### src/rtl/host_frame_parser.sv
module host_frame_parser #(
  parameter int OFF_W   = 24,
  parameter int MAX_LEN = 256
) (
  input  logic             clk,
  input  logic             rst_n,
  input  logic             brk_i,
  input  logic [7:0]       rx_data_i,
  input  logic             rx_valid_i,
  output logic             rx_ready_o,
  output logic [7:0]       tx_data_o,
  output logic             tx_valid_o,
  input  logic             tx_ready_i,
  output logic             wr_valid_o,
  output logic             wr_ram_o,
  output logic [7:0]       wr_data_o,
  output logic [OFF_W-1:0] wr_off_o,
  output logic             erase_o,
  input  logic             crc_ok_i,
  input  logic [31:0]      version_i
);
  localparam logic [7:0]  SYNC    = 8'hAA;
  localparam logic [15:0] LEN_MAX = 16'(MAX_LEN);
  localparam logic [7:0]  ST_OK = 8'h00, ST_UNK = 8'h01, ST_CSUM = 8'h02,
                          ST_ARG = 8'h03, ST_NOFILE = 8'h04, ST_CRC = 8'h05;

  typedef enum logic [2:0] {S_WAIT, S_SYNC, S_LENH, S_LENL, S_CSUM, S_PAY, S_RESP} st_t;
  typedef enum logic [1:0] {R_ACK, R_NACK, R_STAT, R_VER} rk_t;

  st_t             st;
  rk_t             rk, d_rk;
  logic [7:0]      lenh, plen, idx, cmd, sum, csum, status, d_status, tbyte;
  logic [31:0]     ftype;
  logic            fopen, d_open, d_resp, d_erase;
  logic [OFF_W-1:0] foff, d_foff;
  logic [3:0]      tidx, tlast;

  wire        take   = rx_valid_i && rx_ready_o;
  wire [15:0] len_w  = {lenh, rx_data_i};
  wire        len_ok = (len_w >= 16'd3) && (len_w <= LEN_MAX);
  wire [7:0]  cmd_now = (idx == 8'd0) ? rx_data_i : cmd;
  wire [7:0]  sum_nx = sum + rx_data_i;
  wire        last   = (idx == plen - 8'd1);
  wire        is_wr  = (cmd == 8'h24) || (cmd == 8'h26);
  wire [7:0]  ver_cs = version_i[31:24] + version_i[23:16] + version_i[15:8] + version_i[7:0];

  assign rx_ready_o = (st != S_RESP);
  assign tx_valid_o = (st == S_RESP);
  assign tx_data_o  = tbyte;

  always_comb begin
    d_resp   = 1'b1;
    d_rk     = R_ACK;
    d_status = ST_OK;
    d_open   = fopen;
    d_foff   = foff;
    d_erase  = 1'b0;
    if (sum_nx != csum) begin
      d_resp   = 1'b0;
      d_status = ST_CSUM;
    end else begin
      case (cmd_now)
        8'h20: ;
        8'h21: begin
          if (plen == 8'd17 && ftype >= 32'd4 && ftype <= 32'd7) begin
            d_open = 1'b1;
            d_foff = '0;
          end else begin
            d_rk = R_NACK; d_status = ST_ARG;
          end
        end
        8'h22: begin
          if (plen != 8'd5) begin
            d_rk = R_NACK; d_status = ST_ARG;
          end else if (!fopen) begin
            d_rk = R_NACK; d_status = ST_NOFILE;
          end else begin
            d_open = 1'b0;
            if (!crc_ok_i) begin
              d_rk = R_NACK; d_status = ST_CRC;
            end
          end
        end
        8'h23: begin
          d_rk = R_STAT; d_status = status;
        end
        8'h24, 8'h26: begin
          if (!fopen) begin
            d_rk = R_NACK; d_status = ST_NOFILE;
          end else begin
            d_foff = foff + OFF_W'(plen - 8'd1);
          end
        end
        8'h28: d_erase = 1'b1;
        8'h2F: d_rk = R_VER;
        default: begin
          d_rk = R_NACK; d_status = ST_UNK;
        end
      endcase
    end
  end

  always_comb begin
    tbyte = 8'h00;
    tlast = 4'd4;
    case (rk)
      R_ACK: case (tidx)
        4'd1: tbyte = 8'h04;
        4'd2, 4'd3: tbyte = 8'hCC;
        default: tbyte = 8'h00;
      endcase
      R_NACK: case (tidx)
        4'd1: tbyte = 8'h04;
        4'd2: tbyte = 8'h33 + status;
        4'd3: tbyte = 8'h33;
        4'd4: tbyte = status;
        default: tbyte = 8'h00;
      endcase
      R_STAT: begin
        tlast = 4'd3;
        case (tidx)
          4'd1: tbyte = 8'h03;
          4'd2, 4'd3: tbyte = status;
          default: tbyte = 8'h00;
        endcase
      end
      R_VER: begin
        tlast = 4'd14;
        case (tidx)
          4'd1: tbyte = 8'h0E;
          4'd2: tbyte = ver_cs;
          4'd3: tbyte = version_i[31:24];
          4'd4: tbyte = version_i[23:16];
          4'd5: tbyte = version_i[15:8];
          4'd6: tbyte = version_i[7:0];
          default: tbyte = 8'h00;
        endcase
      end
      default: ;
    endcase
  end

  always_ff @(posedge clk or negedge rst_n) begin
    if (!rst_n) begin
      st <= S_WAIT; rk <= R_ACK;
      lenh <= '0; plen <= '0; idx <= '0; cmd <= '0; sum <= '0; csum <= '0;
      ftype <= '0; fopen <= 1'b0; foff <= '0; status <= ST_OK; tidx <= '0;
      wr_valid_o <= 1'b0; wr_ram_o <= 1'b0; wr_data_o <= '0; wr_off_o <= '0;
      erase_o <= 1'b0;
    end else begin
      wr_valid_o <= 1'b0;
      erase_o    <= 1'b0;
      if (brk_i && st != S_RESP) begin
        st <= S_SYNC;
      end else begin
        case (st)
          S_WAIT: ;
          S_SYNC: if (take && rx_data_i == SYNC) st <= S_LENH;
          S_LENH: if (take) begin
            lenh <= rx_data_i;
            st   <= S_LENL;
          end
          S_LENL: if (take) begin
            plen <= 8'(len_w - 16'd2);
            st   <= len_ok ? S_CSUM : S_SYNC;
          end
          S_CSUM: if (take) begin
            csum <= rx_data_i;
            sum  <= '0;
            idx  <= '0;
            st   <= S_PAY;
          end
          S_PAY: if (take) begin
            idx <= idx + 8'd1;
            sum <= sum_nx;
            if (idx == 8'd0) cmd <= rx_data_i;
            if (idx >= 8'd5 && idx <= 8'd8) ftype <= {ftype[23:0], rx_data_i};
            if (idx != 8'd0 && is_wr && fopen) begin
              wr_valid_o <= 1'b1;
              wr_ram_o   <= (cmd == 8'h26);
              wr_data_o  <= rx_data_i;
              wr_off_o   <= foff + OFF_W'(idx - 8'd1);
            end
            if (last) begin
              status  <= d_status;
              fopen   <= d_open;
              foff    <= d_foff;
              erase_o <= d_erase;
              rk      <= d_rk;
              tidx    <= '0;
              st      <= d_resp ? S_RESP : S_SYNC;
            end
          end
          S_RESP: if (tx_ready_i) begin
            if (tidx == tlast) begin
              tidx <= '0;
              st   <= S_SYNC;
            end else begin
              tidx <= tidx + 4'd1;
            end
          end
          default: st <= S_SYNC;
        endcase
      end
    end
  end
endmodule

### config.mk
export PLATFORM = sky130hd
export DESIGN_NAME = host_frame_parser
export DESIGN_NICKNAME = d
export VERILOG_FILES = /design/src/rtl/host_frame_parser.sv
export SDC_FILE = /design/constraint.sdc
export NUM_CORES = 1
export LEC_CHECK = 0
export ABC_AREA = 1
export BUFFER_PORTS_ARGS = -buffer_cell sky130_fd_sc_hd__buf_2
export CORE_ASPECT_RATIO = 0.8
export CORE_UTILIZATION = 67
export CTS_CLUSTER_SIZE = 24
export DETAILED_ROUTE_END_ITERATION = 8
export GPL_TIMING_DRIVEN = 0
export HOLD_SLACK_MARGIN = 0.03
export PLACE_DENSITY = 0.89
export SYNTH_ARGS = -nofsm -noshare
export SYNTH_HDL_FRONTEND = slang
export SYNTH_SLANG_ARGS = --single-unit
### constraint.sdc
create_clock -name clk -period 9.29 [get_ports clk]
set_clock_uncertainty 0.15 [all_clocks]
set_input_delay 1.858 -clock clk [delete_from_list [all_inputs] [get_ports clk]]
set_output_delay 1.858 -clock clk [all_outputs]
set_load 0.01 [all_outputs]
; Word-level counts from Yosys, hierarchy flattened
; Cells that the tools add are included.
[totals]
mem_bits_ro = 0
memories = 0
reg_bits = 157
mem_bits_rw = 0
out_inout_bits = 45
wordCells = 182
latch_bits = 0
in_bits = 46
[classes]
bitwise_logic = 2
div_mod_pow = 0
n_mul = 0
n_addsub = 13
shift = 0
mux = 59
eq_ne = 49
n_reduce_logical = 35
magnitude_cmp = 6
[op_table]
columns = cell, count
row1 = $eq A8 B6 Y1 const B, 10
row2 = $pmux W8 S2, 4
row3 = $pmux W8 S4, 2
row4 = $add A24 B24 Y24, 2
row5 = $mux W24, 2
row6 = $pmux W24 S2, 1
row7 = $pmux W8 S6, 1
row8 = $mux W3, 15
row9 = $mux W8, 5
row10 = $pmux W8 S5, 1
row11 = $add A8 B8 Y8, 4
row12 = $ge A32 B3 Y1 const B, 1
row13 = $le A32 B3 Y1 const B, 1
row14 = $ne A3 B3 Y1 const B, 7
row15 = $pmux W3 S7, 1
row16 = $sub A8 B1 Y9 const B, 2
row17 = $mux W1, 17
row18 = $ge A16 B2 Y1 const B, 1
row19 = $le A16 B9 Y1 const B, 1
row20 = $mux W4, 4
row21 = $ne A2 B2 Y1 const B, 8
row22 = $pmux W4 S2, 2
row23 = $reduce_and A4 Y1, 4
row24 = $reduce_and A8 Y1, 2
row25 = 39 further kinds, 66

; Depth between registers and ports, before layout
; Gate-level depths: netlist (run 1).
[depth]
ltp_word = 9
mapped_depth = 22

; Worst setup path after synthesis (run 1)
; OpenSTA, ideal clock, no wires.
[synth_timing]
kind = input to output
startpoint = input version_i[1]
endpoint = output tx_data_o[3]
path_slack_ns = 2.935
stages = 11
required_ns = 7.282
t_arrival_ns = 4.347
n_path_buf = 0
cell_sequence = inv_1 > fa_1 > fa_1 > inv_1 > ha_1 > fa_1 > or2_2 > nand3_1 > o21ai_0 > o31ai_1 > o311ai_0
[synth_between]
elab_chain_len = 3
[synth_rtl]
columns = item, line
row1 = "start, declared", 20  ; input logic [31:0] version_i
row2 = $add A8 B8 Y8, 45  ; wire [7:0] ver_cs = version_i[31:24] + version_i[23:16] + version_i[15:8] + version_i[7:0];
row3 = $pmux W8 S6, 129  ; case (tidx)
row4 = $pmux W8 S4, 106  ; case (rk)
row5 = "end, declared", 11  ; output logic [7:0] tx_data_o,
; No other way between the ends.

; Worst setup path after layout (run 1)
; Ends and elaborated chain as after synthesis.

==> results of run 1 <==
[power breakdown]
group / total (mW) / internal [mW] / switching [mW]
combinational: 0.820 / 0.280 / 0.540
sequential: 0.815 / 0.738 / 0.0776
clock: 0.748 / 0.436 / 0.311
total: 2.38 / 1.45 / 0.929
[state kept, by name (all words and copies together) (netlist names), 4 cells and up]
register	count
cmd	8
csum	8
foff	24
ftype	32
idx	8
lenh	8
plen	8
sum	8
tidx	4
wr_data_o	8
wr_off_o	24
[logic make-up (layout without fill, tap and decap cells)]
kind of cell / Yosys count / count (layout) / share of synthesized area
compound gates: 294 / 294 / 0.136
xor+xnor: 54 / 54 / 0.0396
fa+ha+maj: 89 / 89 / 0.104
buf+inv: 257 / 379 / 0.0865
flops: 152 / 152 / 0.318
mux: 4 / 4 / 0.00377
simple gates: 862 / 862 / 0.312
[synthesized netlist by cell type (4+ instances only)]
master | instances | area share
sky130_fd_sc_hd__o22ai_1 | 12 | 0.0063
sky130_fd_sc_hd__nor3_1 | 27 | 0.011
sky130_fd_sc_hd__a211oi_1 | 4 | 0.0025
sky130_fd_sc_hd__dfrtp_1 | 152 | 0.32
sky130_fd_sc_hd__nand2_2 | 6 | 0.0031
sky130_fd_sc_hd__nor2_4 | 6 | 0.0057
sky130_fd_sc_hd__buf_6 | 8 | 0.0075
sky130_fd_sc_hd__ha_1 | 72 | 0.075
sky130_fd_sc_hd__o21ai_0 | 146 | 0.061
sky130_fd_sc_hd__o31ai_1 | 5 | 0.0031
sky130_fd_sc_hd__clkbuf_1 | 18 | 0.0057
sky130_fd_sc_hd__buf_2 | 6 | 0.0025
sky130_fd_sc_hd__o21ai_1 | 6 | 0.0025
sky130_fd_sc_hd__nand3b_1 | 6 | 0.0038
sky130_fd_sc_hd__a21oi_1 | 86 | 0.036
sky130_fd_sc_hd__fa_1 | 17 | 0.028
sky130_fd_sc_hd__inv_1 | 219 | 0.069
sky130_fd_sc_hd__nor2_2 | 7 | 0.0037
sky130_fd_sc_hd__nor4_1 | 5 | 0.0026
sky130_fd_sc_hd__nor2_1 | 149 | 0.047
sky130_fd_sc_hd__xnor2_1 | 26 | 0.019
sky130_fd_sc_hd__nand4_1 | 33 | 0.017
sky130_fd_sc_hd__a21o_1 | 4 | 0.0025
sky130_fd_sc_hd__nand3_1 | 130 | 0.054
sky130_fd_sc_hd__nand2_1 | 475 | 0.15
sky130_fd_sc_hd__xor2_1 | 28 | 0.021
sky130_fd_sc_hd__o21bai_1 | 8 | 0.0050
sky130_fd_sc_hd__mux2_2 | 4 | 0.0038
[stage by stage]
step | utilization | power, mW | worst slack, ns
after floorplan | - | 1.40 | 2.94
after global placement | 0.729 | 1.57 | 2.53
after detailed placement | 0.732 | 1.61 | 2.55
after CTS | 0.768 | 2.36 | 2.53
after global routing | 0.768 | 2.53 | 2.36
final | 0.768 | 2.38 | 2.50
[worst max-delay path: cells and delay by family]
family | cells | cell delay [ns]
buf+inv | 4 | 0.36
fa+ha+maj | 4 | 1.65
compound gates | 3 | 0.55
simple gates | 2 | 0.36
[final cells by class]
| class | instances | area, µm² |
|---|---|---|
| inverter | 224 | 841 |
| tap | 225 | 282 |
| clock inverter | 14 | 209 |
| timing repair buffer | 90 | 479 |
| buffer | 33 | 193 |
| sequential | 152 | 3800 |
| fill | 1289 | 4030 |
| clock buffer | 18 | 429 |
| multi-input combinational | 1303 | 7110 |
[cells in the final DEF, fill, tap and decap left out, types with 4 or more instances in the layout]
cell / count
sky130_fd_sc_hd__clkbuf_1: 19
sky130_fd_sc_hd__o21ai_0: 146
sky130_fd_sc_hd__buf_6: 9
sky130_fd_sc_hd__inv_1: 219
sky130_fd_sc_hd__a21o_1: 4
sky130_fd_sc_hd__o21ai_1: 6
sky130_fd_sc_hd__nand4_1: 33
sky130_fd_sc_hd__nor2_1: 149
sky130_fd_sc_hd__o21bai_1: 8
sky130_fd_sc_hd__nor2_2: 7
sky130_fd_sc_hd__o31ai_1: 5
sky130_fd_sc_hd__a21oi_1: 86
sky130_fd_sc_hd__nand3_1: 130
sky130_fd_sc_hd__buf_2: 94
sky130_fd_sc_hd__o22ai_1: 12
sky130_fd_sc_hd__ha_1: 72
sky130_fd_sc_hd__clkbuf_16: 17
sky130_fd_sc_hd__xnor2_1: 26
sky130_fd_sc_hd__nor4_1: 5
sky130_fd_sc_hd__nand2_2: 6
sky130_fd_sc_hd__nor3_1: 26
sky130_fd_sc_hd__fa_1: 17
sky130_fd_sc_hd__a211oi_1: 4
sky130_fd_sc_hd__nor2_4: 6
sky130_fd_sc_hd__mux2_2: 4
sky130_fd_sc_hd__nand2_1: 475
sky130_fd_sc_hd__nand3b_1: 6
sky130_fd_sc_hd__dfrtp_1: 152
sky130_fd_sc_hd__xor2_1: 28
[routing by layer]
| layer | global-route usage | up-vias | wire [µm] |
|---|---|---|---|
| met5 | 0 | - | 0 |
| met4 | 0.131 | 0 | 806 |
| met3 | 0.0872 | 77 | 3940 |
| met2 | 0.589 | 736 | 15100 |
| met1 | 0.534 | 5639 | 14400 |
| li1 | - | 5834 | - |
[worst max path at each step]
stage,endpoint,cells after the start,slack (ns)
after floorplan,tx_data_o[3],11,2.94
after global placement,tx_data_o[3],13,2.53
after detailed placement,tx_data_o[3],13,2.55
after CTS,tx_data_o[3],13,2.53
after global routing,tx_data_o[3],13,2.36
final,tx_data_o[3],13,2.50
==> results_dict.tcl, run 1 <==
set metrics [dict create \
    vias_per_cell 5.97 \
    placed_cells_incl_taps 2027 \
    synth_seq_area_share 0.318 \
    regToRegEndpoint "foff[16]" \
    core_area_um2 17400 \
    hold_class "flip-flop to flip-flop" \
    synthCells 1712 \
    postSynthRegisterBits 152 \
    route.detailed.drc 0 \
    clk_path_buf_depth 2 \
    yosysUniqueCellTypes 53 \
    min_to "foff[23]" \
    critical-path-max-stage-delay_ns 0.51 \
    hold-worst-slack_ns 0.328 \
    critical-path-top-cell-by-count "sky130_fd_sc_hd__fa_1" \
    clock_sink_count 152 \
    outcome "complete, no violations" \
    r2r_cells 14 \
    cp_max_fo 3 \
    die_width_um 151 \
    net_count_synth 1847 \
    timing_max_transition_violations_final 0 \
    dominantRegCellSynth "sky130_fd_sc_hd__dfrtp_1" \
    fp-row-count 43 \
    io_buffers 89 \
    timing.fmax_mhz 147 \
    postRouteAntennaNets 0 \
    path_clk_slew_ns 0.06 \
    r2r_setup_slack_ns 5.37 \
    layout.cell_area.non_filler_um2 13400 \
    tritoncts "built" \
    instances_no_fill 2059 \
    report.final.hold_viol_count 0 \
    gpl.final_weighted_congestion 0.958 \
    power.density_nw_per_um2 179 \
    timing.critical_path.cells "buf_2 -> inv_1 -> fa_1 -> fa_1 -> inv_1 -> ha_1 -> fa_1 -> or2_2 -> nand3_1 -> o21ai_0 -> o31ai_1 -> o311ai_0 -> buf_2" \
    cp-start-kind "input pin" \
    placement.cell_area_um2 12700 \
    vdd.ir_drop.worst_mv 0.152 \
    worst_slew_margin_rel 0.161 \
    post-route-min-period_ns 6.79 \
    cp.arrival_ns 4.78 \
    worst_slew_pin_slew_ns 1.25 \
    setup_viol_count_final 0 \
    grt_use_total 0.384 \
    io_pins 91 \
    overflow 0 \
    cp_data_required_time_ns 7.28 \
    cts-htree-levels 4 \
    drt_pre_antenna_iters 6 \
    syn_avg_cell_area_um2 6.98 \
    worst_hold_depth 2 \
    clkLatencyLatePin_ns 0.44 \
    numCtsBuffers 17 \
    die_h_um 121 \
    async_reset_ff_frac 1.00 \
    cts_repair_resize_count 0 \
    reg2reg_start "plen[0]" \
    dp_hpwl_um 26200 \
    synth_area_um2 11900 \
    crit_type "input pin to primary output" \
    antenna_cells 0 \
    post_cts_buffers 0 \
    num-nets-final 1956 \
    synth-warning-count 0 \
    worstSetupStartpoint "version_i[1]" \
    setup_total_negative_slack_ns 0 \
    grt_first_pass_wirelength_um 54500 \
    postCtsHoldBufs 0 \
    grt_setup_unrepaired "no" \
    grt_max_degree 92 \
    area_growth_pct 11.8 \
    final_routed_wirelength_um 34300 \
    maxCapViolations 0 \
    final.period_utilization 0.731 \
    final_layout_size_suffix_gt1_frac 0.0971 \
    floorplan.initialDensity 0.687 \
    vias 12300 \
    number_of_global_route_vias_before_repair 11300 \
    clock_tree.root_cell "sky130_fd_sc_hd__clkbuf_16" \
    design.die.area_um2 18400 \
    hold_path_startpoint "foff[23]" \
    worstSetupEndpointType "primary output" \
    critical-path-slowest-cell "sky130_fd_sc_hd__fa_1" \
    total_leakage_power_nw 7.05 \
    drtIter0Drc 1370 \
    antenna_found_initial 0 \
    wire_per_inst_um 16.7 \
    synth_enable_flop_cells 0 \
]
Power figures use the tool's default switching activity.
==> run 2: changes to the inputs <==
ABC_AREA = 0   (was 1)
CORE_UTILIZATION = 55   (was 67)
PLACE_DENSITY = 0.78   (was 0.89)
clock period = 5.7 ns   (was 9.29 ns; I/O delays follow)
==> run 2 against run 1 <==
Via count is 24% lower; synthesized area decreased by 9.7%; utilization is 13 points lower; power grew 71%; first-iteration DRC count down 31%; setup slack got worse by 2.3 ns; sequential cell count did not move; combinational power grew 98%; highest routed layer unchanged; global-route usage shrank 11 points; clock power is 54% higher; non-clock buffer count grew 21; hold slack got worse by 0.014 ns.
==> results_dict.tcl, run 2 <==
set metrics [dict create \
    outcome "complete, no violations" \
    clock_sink_count 152 \
    r2r_cells 17 \
    cp.arrival_ns 4.22 \
    synth_seq_area_share 0.353 \
    fp-row-count 45 \
    top_layer_used "met4" \
    drtIter0Drc 944 \
    cp-start-kind "input pin" \
    vdd.ir_drop.worst_mv 0.174 \
    final_routed_wirelength_um 27100 \
    synthCells 1185 \
    cp_max_fo 2 \
    io_pins 91 \
    timing.fmax_mhz 181 \
    hold_class "flip-flop to flip-flop" \
    wire_per_inst_um 17.3 \
    setup_viol_count_final 0 \
    dp_hpwl_um 20200 \
    dr_wl_met3_um 1940 \
    die_width_um 159 \
    grt_setup_unrepaired "no" \
    r2r_setup_slack_ns 0.74 \
    postRouteAntennaNets 0 \
    grt_max_degree 58 \
    sum_of_routed_wire_segments_on_met1_um 13000 \
    drt_pre_antenna_iters 6 \
    postSynthRegisterBits 152 \
    overflow 0 \
    worst_hold_depth 2 \
    setup_total_negative_slack_ns 0 \
    syn_avg_cell_area_um2 9.10 \
    maxCapViolations 0 \
    total_leakage_power_nw 5.95 \
    power.density_nw_per_um2 334 \
    antenna_cells 0 \
    max_flop_register "ftype" \
    number_of_global_route_vias_before_repair 8779 \
    dominantRegCellSynth "sky130_fd_sc_hd__dfrtp_1" \
    core_area_um2 19100 \
    net_count_synth 1320 \
    post-layout-total-power_mw 4.08 \
    final.period_utilization 0.967 \
    commonest_cells_after_routing_fill_and_taps_aside "sky130_fd_sc_hd__nand2_1, sky130_fd_sc_hd__dfrtp_1, sky130_fd_sc_hd__buf_2" \
    numCtsBuffers 17 \
    cts-htree-levels 4 \
    hold_path_startpoint "wr_data_o[3]" \
    clock_tree.root_cell "sky130_fd_sc_hd__clkbuf_16" \
    cp_data_required_time_ns 4.41 \
    layout.cells.most_common "sky130_fd_sc_hd__nand2_1" \
    worstSetupEndpointType "primary output" \
    top_regs "ftype: 32 flops, foff: 24 flops, wr_off_o: 24 flops" \
    synth.top_cell.area_share 0.353 \
    crit_type "input pin to primary output" \
    area_growth_pct 13.3 \
    worstSetupStartpoint "version_i[1]" \
    synth_enable_flop_cells 0 \
    path_clk_slew_ns 0.05 \
    num-nets-final 1430 \
    vias 9388 \
    route.met2.wl_um 11800 \
    yosys-top-cells-count "sky130_fd_sc_hd__nand2_1, sky130_fd_sc_hd__dfrtp_1, sky130_fd_sc_hd__o21ai_0, sky130_fd_sc_hd__a21oi_1, sky130_fd_sc_hd__ha_1" \
    worst_slew_pin_slew_ns 1.24 \
    synth-warning-count 0 \
    report.final.hold_viol_count 0 \
    clk_path_buf_depth 2 \
    worst_slew_margin_rel 0.161 \
    io_buffers 88 \
    post-synth-top-area-cell "sky130_fd_sc_hd__dfrtp_1" \
    reg2reg_start "plen[0]" \
    vias_per_cell 6.00 \
    postCtsHoldBufs 0 \
    synth_area_um2 10800 \
    largest_register_ffs 32 \
    gpl.final_weighted_congestion 0.931 \
    clkLatencyLatePin_ns 0.44 \
    async_reset_ff_frac 1.00 \
    antenna_found_initial 0 \
    grt_first_pass_wirelength_um 44100 \
    yosysUniqueCellTypes 81 \
    tritoncts "built" \
    synth_most_common_cell "sky130_fd_sc_hd__nand2_1" \
    post-route-min-period_ns 5.51 \
    route.detailed.drc 0 \
    die_h_um 127 \
    grt_use_total 0.278 \
    design.die.area_um2 20200 \
    netlist_top_cells_area "sky130_fd_sc_hd__dfrtp_1, sky130_fd_sc_hd__ha_1, sky130_fd_sc_hd__mux2_2" \
    final_layout_size_suffix_gt1_frac 0.162 \
    floorplan.initialDensity 0.565 \
    timing_max_transition_violations_final 0 \
]
## run 2: cell types whose count changed after synthesis, moves of 14 or more
| cell | previous run | this run |
|---|---|---|
| sky130_fd_sc_hd__nand2_1 | 475 | 154 |
| sky130_fd_sc_hd__inv_1 | 219 | 66 |
| sky130_fd_sc_hd__nand3_1 | 130 | 18 |
| sky130_fd_sc_hd__nor2_1 | 149 | 59 |
| sky130_fd_sc_hd__o21ai_0 | 146 | 86 |
| sky130_fd_sc_hd__mux2_2 | 4 | 53 |
| sky130_fd_sc_hd__a21o_1 | 4 | 29 |
| sky130_fd_sc_hd__clkbuf_1 | 18 | 40 |
| sky130_fd_sc_hd__o31ai_1 | 5 | 26 |
| sky130_fd_sc_hd__nand4_1 | 33 | 13 |
| sky130_fd_sc_hd__xnor2_1 | 26 | 46 |
| sky130_fd_sc_hd__xor2_1 | 28 | 46 |
| sky130_fd_sc_hd__a21oi_1 | 86 | 72 |
## run 2: what timing repair did
item / 4_1_cts / 5_1_grt
buffers inserted: 0 / 0
setup endpoints to repair: 0 / 1
gates resized for setup: 0 / 1
## run 2: worst max-delay path: stages
cell and delay, ns:
sky130_fd_sc_hd__buf_2 0.10, sky130_fd_sc_hd__inv_1 0.06, sky130_fd_sc_hd__fa_1 0.50, sky130_fd_sc_hd__fa_1 0.51
sky130_fd_sc_hd__inv_1 0.05, sky130_fd_sc_hd__ha_1 0.22, sky130_fd_sc_hd__fa_1 0.43, sky130_fd_sc_hd__a21o_1 0.22
sky130_fd_sc_hd__a21oi_2 0.18, sky130_fd_sc_hd__o21bai_1 0.09, sky130_fd_sc_hd__a21oi_1 0.20, sky130_fd_sc_hd__xnor2_1 0.14
sky130_fd_sc_hd__a21oi_1 0.08, sky130_fd_sc_hd__o21ai_0 0.17, sky130_fd_sc_hd__buf_2 0.15
## run 2: kinds of logic (layout without fill, tap and decap cells)
logic type / Yosys count / count (layout) / synth area share
AOI/OAI and AO/OA: 310 / 310 / 0.186
xor gates and xnor gates: 92 / 92 / 0.0747
adders and majority gates: 89 / 89 / 0.115
buffers and inverters: 121 / 242 / 0.0443
DFF: 152 / 152 / 0.353
muxes: 58 / 58 / 0.0600
and+or+nand+nor: 363 / 363 / 0.167
## run 2: final cells by class
class,count,area [µm²]
Inverter,68,255
Buffer,53,223
Timing Repair Buffer,91,513
Sequential cell,152,3800
Clock inverter,7,92.6
Clock buffer,23,498
Multi-Input combinational cell,912,6510
Fill cell,1581,6870
Tap cell,258,323
## run 2: per-stage QoR
stage                     hold WS, ns  cell area, µm²  cells  utilization  setup WS, ns
after global routing            0.336           12200   1564        0.640      0.000760
after floorplan                 0.296           10800   1185            -         0.502
after detailed placement        0.304           11600   1534        0.609         0.171
after global placement          0.297           11500   1531        0.605        -0.295
final                           0.314           12200   1564        0.640         0.189
after CTS                       0.317           12200   1564        0.640         0.166
## run 2: report_power, final
part | internal [mW] | switching (mW)
combinational | 0.676 | 0.944
sequential | 1.20 | 0.112
clock | 0.696 | 0.449
## run 2: final timing paths
path / end
min in group asynchronous: foff[16]
max reg2reg: foff[23]
min reg2reg: wr_data_o[3]
max: tx_data_o[7]
max in group asynchronous: status[0]
min: wr_data_o[3]
## run 2: routing by layer
metal	vias up	track usage
met5	-	0
met4	0	0.0707
met3	35	0.0611
met2	367	0.409
met1	4522	0.413
li1	4464	-
